**src/rtl/fifo_pair_pkg.sv**
```systemverilog
package fifo_pair_pkg;

  localparam int BYTE_W   = 8;
  localparam int ADDR_W   = 4;
  localparam int NUM_FIFO = 2;
  localparam int TX_IDX   = 0;
  localparam int RX_IDX   = 1;
  localparam int CFG_W    = 4;

  // register addresses
  localparam logic [ADDR_W-1:0] ADR_DATA = 4'h0;
  localparam logic [ADDR_W-1:0] ADR_TXWR = 4'h1;
  localparam logic [ADDR_W-1:0] ADR_TXRD = 4'h2;
  localparam logic [ADDR_W-1:0] ADR_RXWR = 4'h3;
  localparam logic [ADDR_W-1:0] ADR_RXRD = 4'h4;
  localparam logic [ADDR_W-1:0] ADR_CFG  = 4'h5;
  localparam logic [ADDR_W-1:0] ADR_ERR  = 4'h6;
  localparam logic [ADDR_W-1:0] ADR_CMD  = 4'h7;

  // FIFO command codes
  localparam logic [BYTE_W-1:0] CMD_TX_CLR     = 8'h81;
  localparam logic [BYTE_W-1:0] CMD_RX_CLR     = 8'h82;
  localparam logic [BYTE_W-1:0] CMD_BOTH_CLR   = 8'h83;
  localparam logic [BYTE_W-1:0] CMD_TX_COMMIT  = 8'h84;
  localparam logic [BYTE_W-1:0] CMD_TX_DISCARD = 8'h85;
  localparam logic [BYTE_W-1:0] CMD_TX_DEALLOC = 8'h86;
  localparam logic [BYTE_W-1:0] CMD_TX_RETRY   = 8'h87;
  localparam logic [BYTE_W-1:0] CMD_RX_COMMIT  = 8'h88;
  localparam logic [BYTE_W-1:0] CMD_RX_DISCARD = 8'h89;
  localparam logic [BYTE_W-1:0] CMD_RX_DEALLOC = 8'h8A;
  localparam logic [BYTE_W-1:0] CMD_RX_RETRY   = 8'h8B;

  // configuration bits: tx autoCommit, tx autoDealloc, rx autoCommit, rx autoDealloc
  localparam logic [CFG_W-1:0] CFG_RESET = 4'b1001;

  // error bit positions
  localparam int ERR_RX_OVF = 0;
  localparam int ERR_RX_UDF = 1;
  localparam int ERR_TX_OVF = 2;
  localparam int ERR_TX_UDF = 3;

  typedef struct packed {
    logic push;
    logic pop;
    logic clear;
    logic commit;
    logic discard;
    logic dealloc;
    logic retry;
    logic autoCommit;
    logic autoDealloc;
  } fifoStb_t;

endpackage

```
**src/rtl/ptr_fifo.sv**
```systemverilog
module ptr_fifo
  import fifo_pair_pkg::*;
#(
  parameter int DEPTH = 128,
  parameter int W     = 8
) (
  input  logic         clk,
  input  logic         rstN,
  input  fifoStb_t     stb,
  input  logic [W-1:0] wrData,
  output logic [W-1:0] head,
  output logic         overflow,
  output logic         underflow
);

  localparam int AW = $clog2(DEPTH);
  localparam int PW = AW + 1;

  logic [W-1:0]  mem [DEPTH];
  logic [PW-1:0] wp, swp, rp, srp;
  logic [PW-1:0] used;
  logic          full, avail, accPush, accPop;

  assign used      = wp - srp;
  assign full      = (used == PW'(DEPTH));
  assign avail     = (swp != rp);
  assign accPush   = stb.push & ~full;
  assign accPop    = stb.pop & avail;
  assign overflow  = stb.push & full;
  assign underflow = stb.pop & ~avail;
  assign head      = avail ? mem[rp[AW-1:0]] : '0;

  always_ff @(posedge clk) begin
    if (accPush) mem[wp[AW-1:0]] <= wrData;
  end

  always_ff @(posedge clk) begin
    if (!rstN || stb.clear) begin
      wp  <= '0;
      swp <= '0;
      rp  <= '0;
      srp <= '0;
    end else begin
      if (stb.discard)      wp <= swp;
      else if (accPush)     wp <= wp + 1'b1;

      if (stb.commit)                       swp <= wp;
      else if (accPush && stb.autoCommit)   swp <= wp + 1'b1;

      if (stb.retry)        rp <= srp;
      else if (accPop)      rp <= rp + 1'b1;

      if (stb.dealloc)                      srp <= rp;
      else if (accPop && stb.autoDealloc)   srp <= rp + 1'b1;
    end
  end

endmodule

```
**src/rtl/fifo_pair_datapath.sv**
```systemverilog
module fifo_pair_datapath
  import fifo_pair_pkg::*;
#(
  parameter int DEPTH = 128
) (
  input  logic                                 clk,
  input  logic                                 rstN,
  input  fifoStb_t [NUM_FIFO-1:0]              fifoStb,
  input  logic     [BYTE_W-1:0]                wrData,
  output logic     [NUM_FIFO-1:0][BYTE_W-1:0]  headData,
  output logic     [NUM_FIFO-1:0]              ovfEvt,
  output logic     [NUM_FIFO-1:0]              udfEvt
);

  for (genvar i = 0; i < NUM_FIFO; i++) begin : g_fifo
    ptr_fifo #(
      .DEPTH (DEPTH),
      .W     (BYTE_W)
    ) u_fifo (
      .clk       (clk),
      .rstN      (rstN),
      .stb       (fifoStb[i]),
      .wrData    (wrData),
      .head      (headData[i]),
      .overflow  (ovfEvt[i]),
      .underflow (udfEvt[i])
    );
  end

endmodule

```
**src/rtl/fifo_pair_ctrl.sv**
```systemverilog
module fifo_pair_ctrl
  import fifo_pair_pkg::*;
(
  input  logic                                 clk,
  input  logic                                 rstN,
  input  logic     [ADDR_W-1:0]                addr,
  input  logic                                 wrEn,
  input  logic                                 rdEn,
  input  logic     [BYTE_W-1:0]                wrData,
  output logic     [BYTE_W-1:0]                rdData,
  output logic                                 errIrq,
  output logic     [BYTE_W-1:0]                cmdOut,
  output logic                                 cmdOutValid,
  output fifoStb_t [NUM_FIFO-1:0]              fifoStb,
  input  logic     [NUM_FIFO-1:0][BYTE_W-1:0]  headData,
  input  logic     [NUM_FIFO-1:0]              ovfEvt,
  input  logic     [NUM_FIFO-1:0]              udfEvt
);

  logic [CFG_W-1:0] cfgQ;
  logic [3:0]       errQ, errD;
  logic             rdAcc, isCmdWr, fwdCmd;

  assign rdAcc   = rdEn & ~wrEn;
  assign isCmdWr = wrEn && (addr == ADR_CMD);
  assign fwdCmd  = isCmdWr && !wrData[BYTE_W-1];
  assign errIrq  = |errQ;

  always_comb begin
    fifoStb = '0;
    fifoStb[TX_IDX].autoCommit  = cfgQ[0];
    fifoStb[TX_IDX].autoDealloc = cfgQ[1];
    fifoStb[RX_IDX].autoCommit  = cfgQ[2];
    fifoStb[RX_IDX].autoDealloc = cfgQ[3];
    if (wrEn) begin
      case (addr)
        ADR_DATA, ADR_TXWR: fifoStb[TX_IDX].push = 1'b1;
        ADR_RXWR:           fifoStb[RX_IDX].push = 1'b1;
        ADR_CMD: begin
          case (wrData)
            CMD_TX_CLR:     fifoStb[TX_IDX].clear   = 1'b1;
            CMD_RX_CLR:     fifoStb[RX_IDX].clear   = 1'b1;
            CMD_BOTH_CLR: begin
              fifoStb[TX_IDX].clear = 1'b1;
              fifoStb[RX_IDX].clear = 1'b1;
            end
            CMD_TX_COMMIT:  fifoStb[TX_IDX].commit  = 1'b1;
            CMD_TX_DISCARD: fifoStb[TX_IDX].discard = 1'b1;
            CMD_TX_DEALLOC: fifoStb[TX_IDX].dealloc = 1'b1;
            CMD_TX_RETRY:   fifoStb[TX_IDX].retry   = 1'b1;
            CMD_RX_COMMIT:  fifoStb[RX_IDX].commit  = 1'b1;
            CMD_RX_DISCARD: fifoStb[RX_IDX].discard = 1'b1;
            CMD_RX_DEALLOC: fifoStb[RX_IDX].dealloc = 1'b1;
            CMD_RX_RETRY:   fifoStb[RX_IDX].retry   = 1'b1;
            default: ;
          endcase
        end
        default: ;
      endcase
    end
    if (rdAcc) begin
      case (addr)
        ADR_DATA, ADR_RXRD: fifoStb[RX_IDX].pop = 1'b1;
        ADR_TXRD:           fifoStb[TX_IDX].pop = 1'b1;
        default: ;
      endcase
    end
  end

  always_comb begin
    rdData = '0;
    if (rdAcc) begin
      case (addr)
        ADR_DATA, ADR_RXRD: rdData = headData[RX_IDX];
        ADR_TXRD:           rdData = headData[TX_IDX];
        ADR_CFG:            rdData = {{(BYTE_W-CFG_W){1'b0}}, cfgQ};
        ADR_ERR:            rdData = {{(BYTE_W-4){1'b0}}, errQ};
        default:            rdData = '0;
      endcase
    end
  end

  always_comb begin
    errD = errQ;
    if (wrEn && (addr == ADR_ERR)) errD = errQ & wrData[3:0];
    errD[ERR_RX_OVF] = errD[ERR_RX_OVF] | ovfEvt[RX_IDX];
    errD[ERR_RX_UDF] = errD[ERR_RX_UDF] | udfEvt[RX_IDX];
    errD[ERR_TX_OVF] = errD[ERR_TX_OVF] | ovfEvt[TX_IDX];
    errD[ERR_TX_UDF] = errD[ERR_TX_UDF] | udfEvt[TX_IDX];
  end

  always_ff @(posedge clk) begin
    if (!rstN) begin
      cfgQ        <= CFG_RESET;
      errQ        <= '0;
      cmdOut      <= '0;
      cmdOutValid <= 1'b0;
    end else begin
      if (wrEn && (addr == ADR_CFG)) cfgQ <= wrData[CFG_W-1:0];
      errQ        <= errD;
      cmdOutValid <= fwdCmd;
      if (fwdCmd) cmdOut <= wrData;
    end
  end

endmodule

```
**src/rtl/fifo_pair_regfront.sv**
```systemverilog
module fifo_pair_regfront
  import fifo_pair_pkg::*;
#(
  parameter int DEPTH = 128
) (
  input  logic              clk,
  input  logic              rstN,
  input  logic [ADDR_W-1:0] addr,
  input  logic              wrEn,
  input  logic              rdEn,
  input  logic [BYTE_W-1:0] wrData,
  output logic [BYTE_W-1:0] rdData,
  output logic              errIrq,
  output logic [BYTE_W-1:0] cmdOut,
  output logic              cmdOutValid
);

  fifoStb_t [NUM_FIFO-1:0]             fifoStb;
  logic     [NUM_FIFO-1:0][BYTE_W-1:0] headData;
  logic     [NUM_FIFO-1:0]             ovfEvt;
  logic     [NUM_FIFO-1:0]             udfEvt;

  fifo_pair_ctrl u_ctrl (
    .clk         (clk),
    .rstN        (rstN),
    .addr        (addr),
    .wrEn        (wrEn),
    .rdEn        (rdEn),
    .wrData      (wrData),
    .rdData      (rdData),
    .errIrq      (errIrq),
    .cmdOut      (cmdOut),
    .cmdOutValid (cmdOutValid),
    .fifoStb     (fifoStb),
    .headData    (headData),
    .ovfEvt      (ovfEvt),
    .udfEvt      (udfEvt)
  );

  fifo_pair_datapath #(
    .DEPTH (DEPTH)
  ) u_data (
    .clk      (clk),
    .rstN     (rstN),
    .fifoStb  (fifoStb),
    .wrData   (wrData),
    .headData (headData),
    .ovfEvt   (ovfEvt),
    .udfEvt   (udfEvt)
  );

endmodule

```
**config.mk**
```make
export PLATFORM = sky130hd
export DESIGN_NAME = fifo_pair_regfront
export DESIGN_NICKNAME = d
export VERILOG_FILES = /design/src/rtl/fifo_pair_pkg.sv /design/src/rtl/ptr_fifo.sv /design/src/rtl/fifo_pair_datapath.sv /design/src/rtl/fifo_pair_ctrl.sv /design/src/rtl/fifo_pair_regfront.sv
export SDC_FILE = /design/constraint.sdc
export NUM_CORES = 2
export LEC_CHECK = 0
export BUFFER_PORTS_ARGS = -buffer_cell sky130_fd_sc_hd__buf_4
export CORE_MARGIN = 2
export CORE_UTILIZATION = 60
export DETAILED_ROUTE_END_ITERATION = 10
export GPL_ROUTABILITY_DRIVEN = 1
export GPL_TIMING_DRIVEN = 0
export PLACE_DENSITY = 0.76
export REMOVE_ABC_BUFFERS = 1
export SETUP_SLACK_MARGIN = 0.02
export SYNTH_ARGS = -nofsm -noshare
export SYNTH_HDL_FRONTEND = slang
export SYNTH_SLANG_ARGS = --single-unit
```
**constraint.sdc**
```tcl
create_clock -name clk -period 8.7 [get_ports clk]
set_input_delay 1.74 -clock clk [delete_from_list [all_inputs] [get_ports clk]]
set_output_delay 1.74 -clock clk [all_outputs]
set_load 0.05 [all_outputs]
```
==> results.json <==
{
  "drv_cap": 4,
  "dieArea_mm2": 0.1449,
  "num_io_pins": 34,
  "synth_area_per_cell_um2": 19.75,
  "run_status": "finished, violations left",
  "clk-insertion-delay-late_ns": 0.85,
  "cts-htree-levels": 4,
  "wl_met1_mm": 76.48,
  "slowest_stage": "nor2_1",
  "hold_end": "u_ctrl.cmdOut[7]",
  "antenna_found_initial": 6,
  "synth-seq-cells": 2143,
  "via_per_inst": 6.786,
  "clk_path_buf_depth": 3,
  "async_flop_share": 0,
  "combPwrFrac": 0.012,
  "multi_input_area_mm2": 0.02040,
  "finalCritPeriodShare": 0.9038,
  "start_kind": "flop",
  "ys_top_cells_by_area": "edfxtp_1 72%, mux4_2 14%, dfxtp_1 2.2%",
  "place.gp.congestion": 0.8265,
  "final_cell_mix": "2048 x edfxtp_1, 522 x mux4_2, 346 x nor2_1",
  "wl_met2_mm": 94.82,
  "worstReg2RegStart": "u_data.g_fifo[1].u_fifo.wp[4]",
  "critPathCaptureType": "output port",
  "num-fill-cells": 8738,
  "worstPathCellList": "inv_1 > nor2_1 > a221oi_1 > a2111oi_1 > clkbuf_2 > and3_1 > nand4_1 > a31oi_1 > buf_4",
  "drv_slew": 68,
  "cp_max_fo": 51,
  "postCtsSetupBuffers": 0,
  "drt-pass1-iter-count": 8,
  "fin_crit_ns": 7.863,
  "synth_seq_area_share": 0.7450,
  "slew_headroom": -0.08679,
  "synth_warnings": 0,
  "grt_pass1_vias": 43100,
  "final_antenna_net_count": 0,
  "synth_cell_types": 75,
  "start_util": 0.6026,
  "failed_checks": "capacitance limit, slew limit",
  "hpwl_mm": 114.4,
  "rrSetupSlack_ns": 3.05,
  "ys.flop_type": "edfxtp_1",
  "power.density_mw_per_mm2": 212.9,
  "drc_errors": 0,
  "wl_mm": 197.8,
  "reg2reg_to": "u_data.g_fifo[1].u_fifo.mem[2][2]",
  "die_y_um": 380.6,
  "regArea_mm2": 0.06343,
  "max_freq_mhz": 127.2,
  "power.leakage_nw": 28.08,
  "post_drt_wl_per_cell_um": 30.88,
  "grt_max_degree": 159,
  "finalSetupViolCount": 0,
  "rsz0062_at_grt": "no",
  "cts-resized-gates": 0,
  "route.met3.wl_mm": 20.69,
  "cts_hold_buffers": 0,
  "layout.nets": 4376,
  "tns_ns": 0,
  "hold_path.class": "reg -> reg",
  "cts_root_buf": "clkbuf_16",
  "fin_skew_ns": 0.02387,
  "dr.max_layer_used": "met5",
  "fp.dieW_um": 380.6,
  "p_int_mw": 16.09,
  "synth_top_area_frac": 0.7226,
  "drt_iter0_drc": 6302,
  "track_usage": 0.2752,
  "crit_required_ns": 6.96,
  "synth_top_area_cell": "edfxtp_1",
  "p_sw_frac": 0.1985,
  "worstPathArrival_ns": 6.12,
  "netlist_instances": 4309,
  "power_frac_clock": 0.425,
  "synth_edf_count": 2048,
  "core_mm2": 0.1412,
  "cts_tree": "built",
  "vias": 43480,
  "portBuffers": 33,
  "grt_overflow": 0,
  "layout-drive-gt1-share": 0.2144,
  "crit_path_max_incr_delay_ns": 1.00,
  "hold_violations": 0,
  "rows": 138,
  "path_clk_slew_ns": 0.06,
  "layout_commonest_cell": "edfxtp_1",
  "numClockSinks": 2143,
  "worst_pin_slew_ns": 1.630,
  "whs_path_depth": 2,
  "whs_ns": 0.4332,
  "power_frac_seq": 0.563,
  "max-vdd-ir-drop_uv": 204.5,
  "p_switching_mw": 3.983,
  "crit_type": "reg -> out",
  "hp-start": "u_ctrl.cmdOut[7]",
  "cts_buffers": 199,
  "syn-cell-area_mm2": 0.08511,
  "worst_r2r_path_depth": 7,
  "grt_pass1_wl_mm": 290.9,
  "area_growth_pct": 10.76
}
-- synthesized netlist by cell type (17+ instances only) --
cell	instances
edfxtp_1	2048
and2_1	19
and3_1	17
buf_4	28
o22ai_1	33
nor2_1	346
a22oi_1	36
dfxtp_1	95
buf_6	19
nand3_1	44
nor4_1	26
clkbuf_1	143
a211oi_1	55
o211ai_1	27
inv_1	28
o221ai_1	25
nor2b_1	62
or3_1	20
nand2_1	91
ha_1	18
o21ai_0	53
mux4_2	522
xnor2_1	33
mux2_2	33
mux2i_1	126
a21oi_1	49
nand2b_1	24
xor2_1	23
buf_2	55
nor3_1	48
-- per-stage QoR --
stage	instance area, um2	setup WS [ns]	total power [mW]	cells	util
after floorplan	83820	-6.784	11.55	4050	-
after detailed placement	87830	1.271	11.75	6027	0.6218
after global routing	94260	0.7022	20.53	6405	0.6674
after global placement	86430	-13.18	11.74	5973	0.6119
final	94260	0.8366	20.07	6407	0.6674
after CTS	94210	0.3712	20.13	6401	0.6670
-- logic make-up after synthesis --
| kind of cell | count (synthesis) | share of synthesized area |
|---|---|---|
| AO/OA/AOI/OAI | 378 | 0.03130 |
| adder cells (fa/ha/maj) | 18 | 0.002646 |
| AND/OR/NAND/NOR | 743 | 0.04150 |
| XOR/XNOR | 56 | 0.005763 |
| flip-flops | 2143 | 0.7450 |
| buffers and inverters | 290 | 0.01651 |
| multiplexers | 681 | 0.1573 |
-- critical path: cells and delay by family (launching register included) --
kind | cells | cell delay (ns)
AOI/OAI and AO/OA | 3 | 1.44
buffers and inverters | 3 | 1.27
DFF | 1 | 0.96
and+or+nand+nor | 3 | 1.52
-- state kept, by name, summed over array words and instances, names as in the netlist, named ones only --
name,count
u_ctrl.cfgQ,4
u_ctrl.cmdOut,8
u_ctrl.cmdOutValid,1
u_ctrl.errQ,4
u_data.g_fifo.u_fifo.mem,2048
u_data.g_fifo.u_fifo.rp,16
u_data.g_fifo.u_fifo.srp,16
u_data.g_fifo.u_fifo.swp,16
u_data.g_fifo.u_fifo.wp,16
-- how the worst max path moves through the flow --
stage	depth (start not counted)	end	start
floorplan	7	rdData[0]	flop
global route	11	rdData[6]	flop
detailed placement	8	rdData[2]	flop
finish	9	rdData[0]	flop
global placement	8	rdData[0]	flop
CTS	8	rdData[2]	flop
-- routing by layer --
metal	vias to the layer above	global-route usage
li1	17820	-
met1	22680	0.4038
met2	2586	0.4211
met3	384	0.06192
met4	10	0.08381
met5	-	0
-- power groups by stage --
stage                     combinational (mW)  sequential, mW  clock (mW)
final                                  0.241            11.3        8.54
after global routing                   0.259            11.3        8.99
after CTS                              0.241            11.3        8.60
after detailed placement               0.241            11.5           0
after global placement                 0.206            11.5           0
after floorplan                       0.0327            11.5           0
-- cell type report --
| class | count | area share |
|---|---|---|
| antenna | 2 | 0.00005309 |
| multi-input combinational | 1876 | 0.2165 |
| sequential | 2143 | 0.6729 |
| clock buffer | 247 | 0.05596 |
| tap | 1890 | 0.02509 |
| clock inverter | 127 | 0.01171 |
| inverter | 31 | 0.001274 |
| timing repair buffer | 91 | 0.01658 |
(Power assumes the default switching activity.)
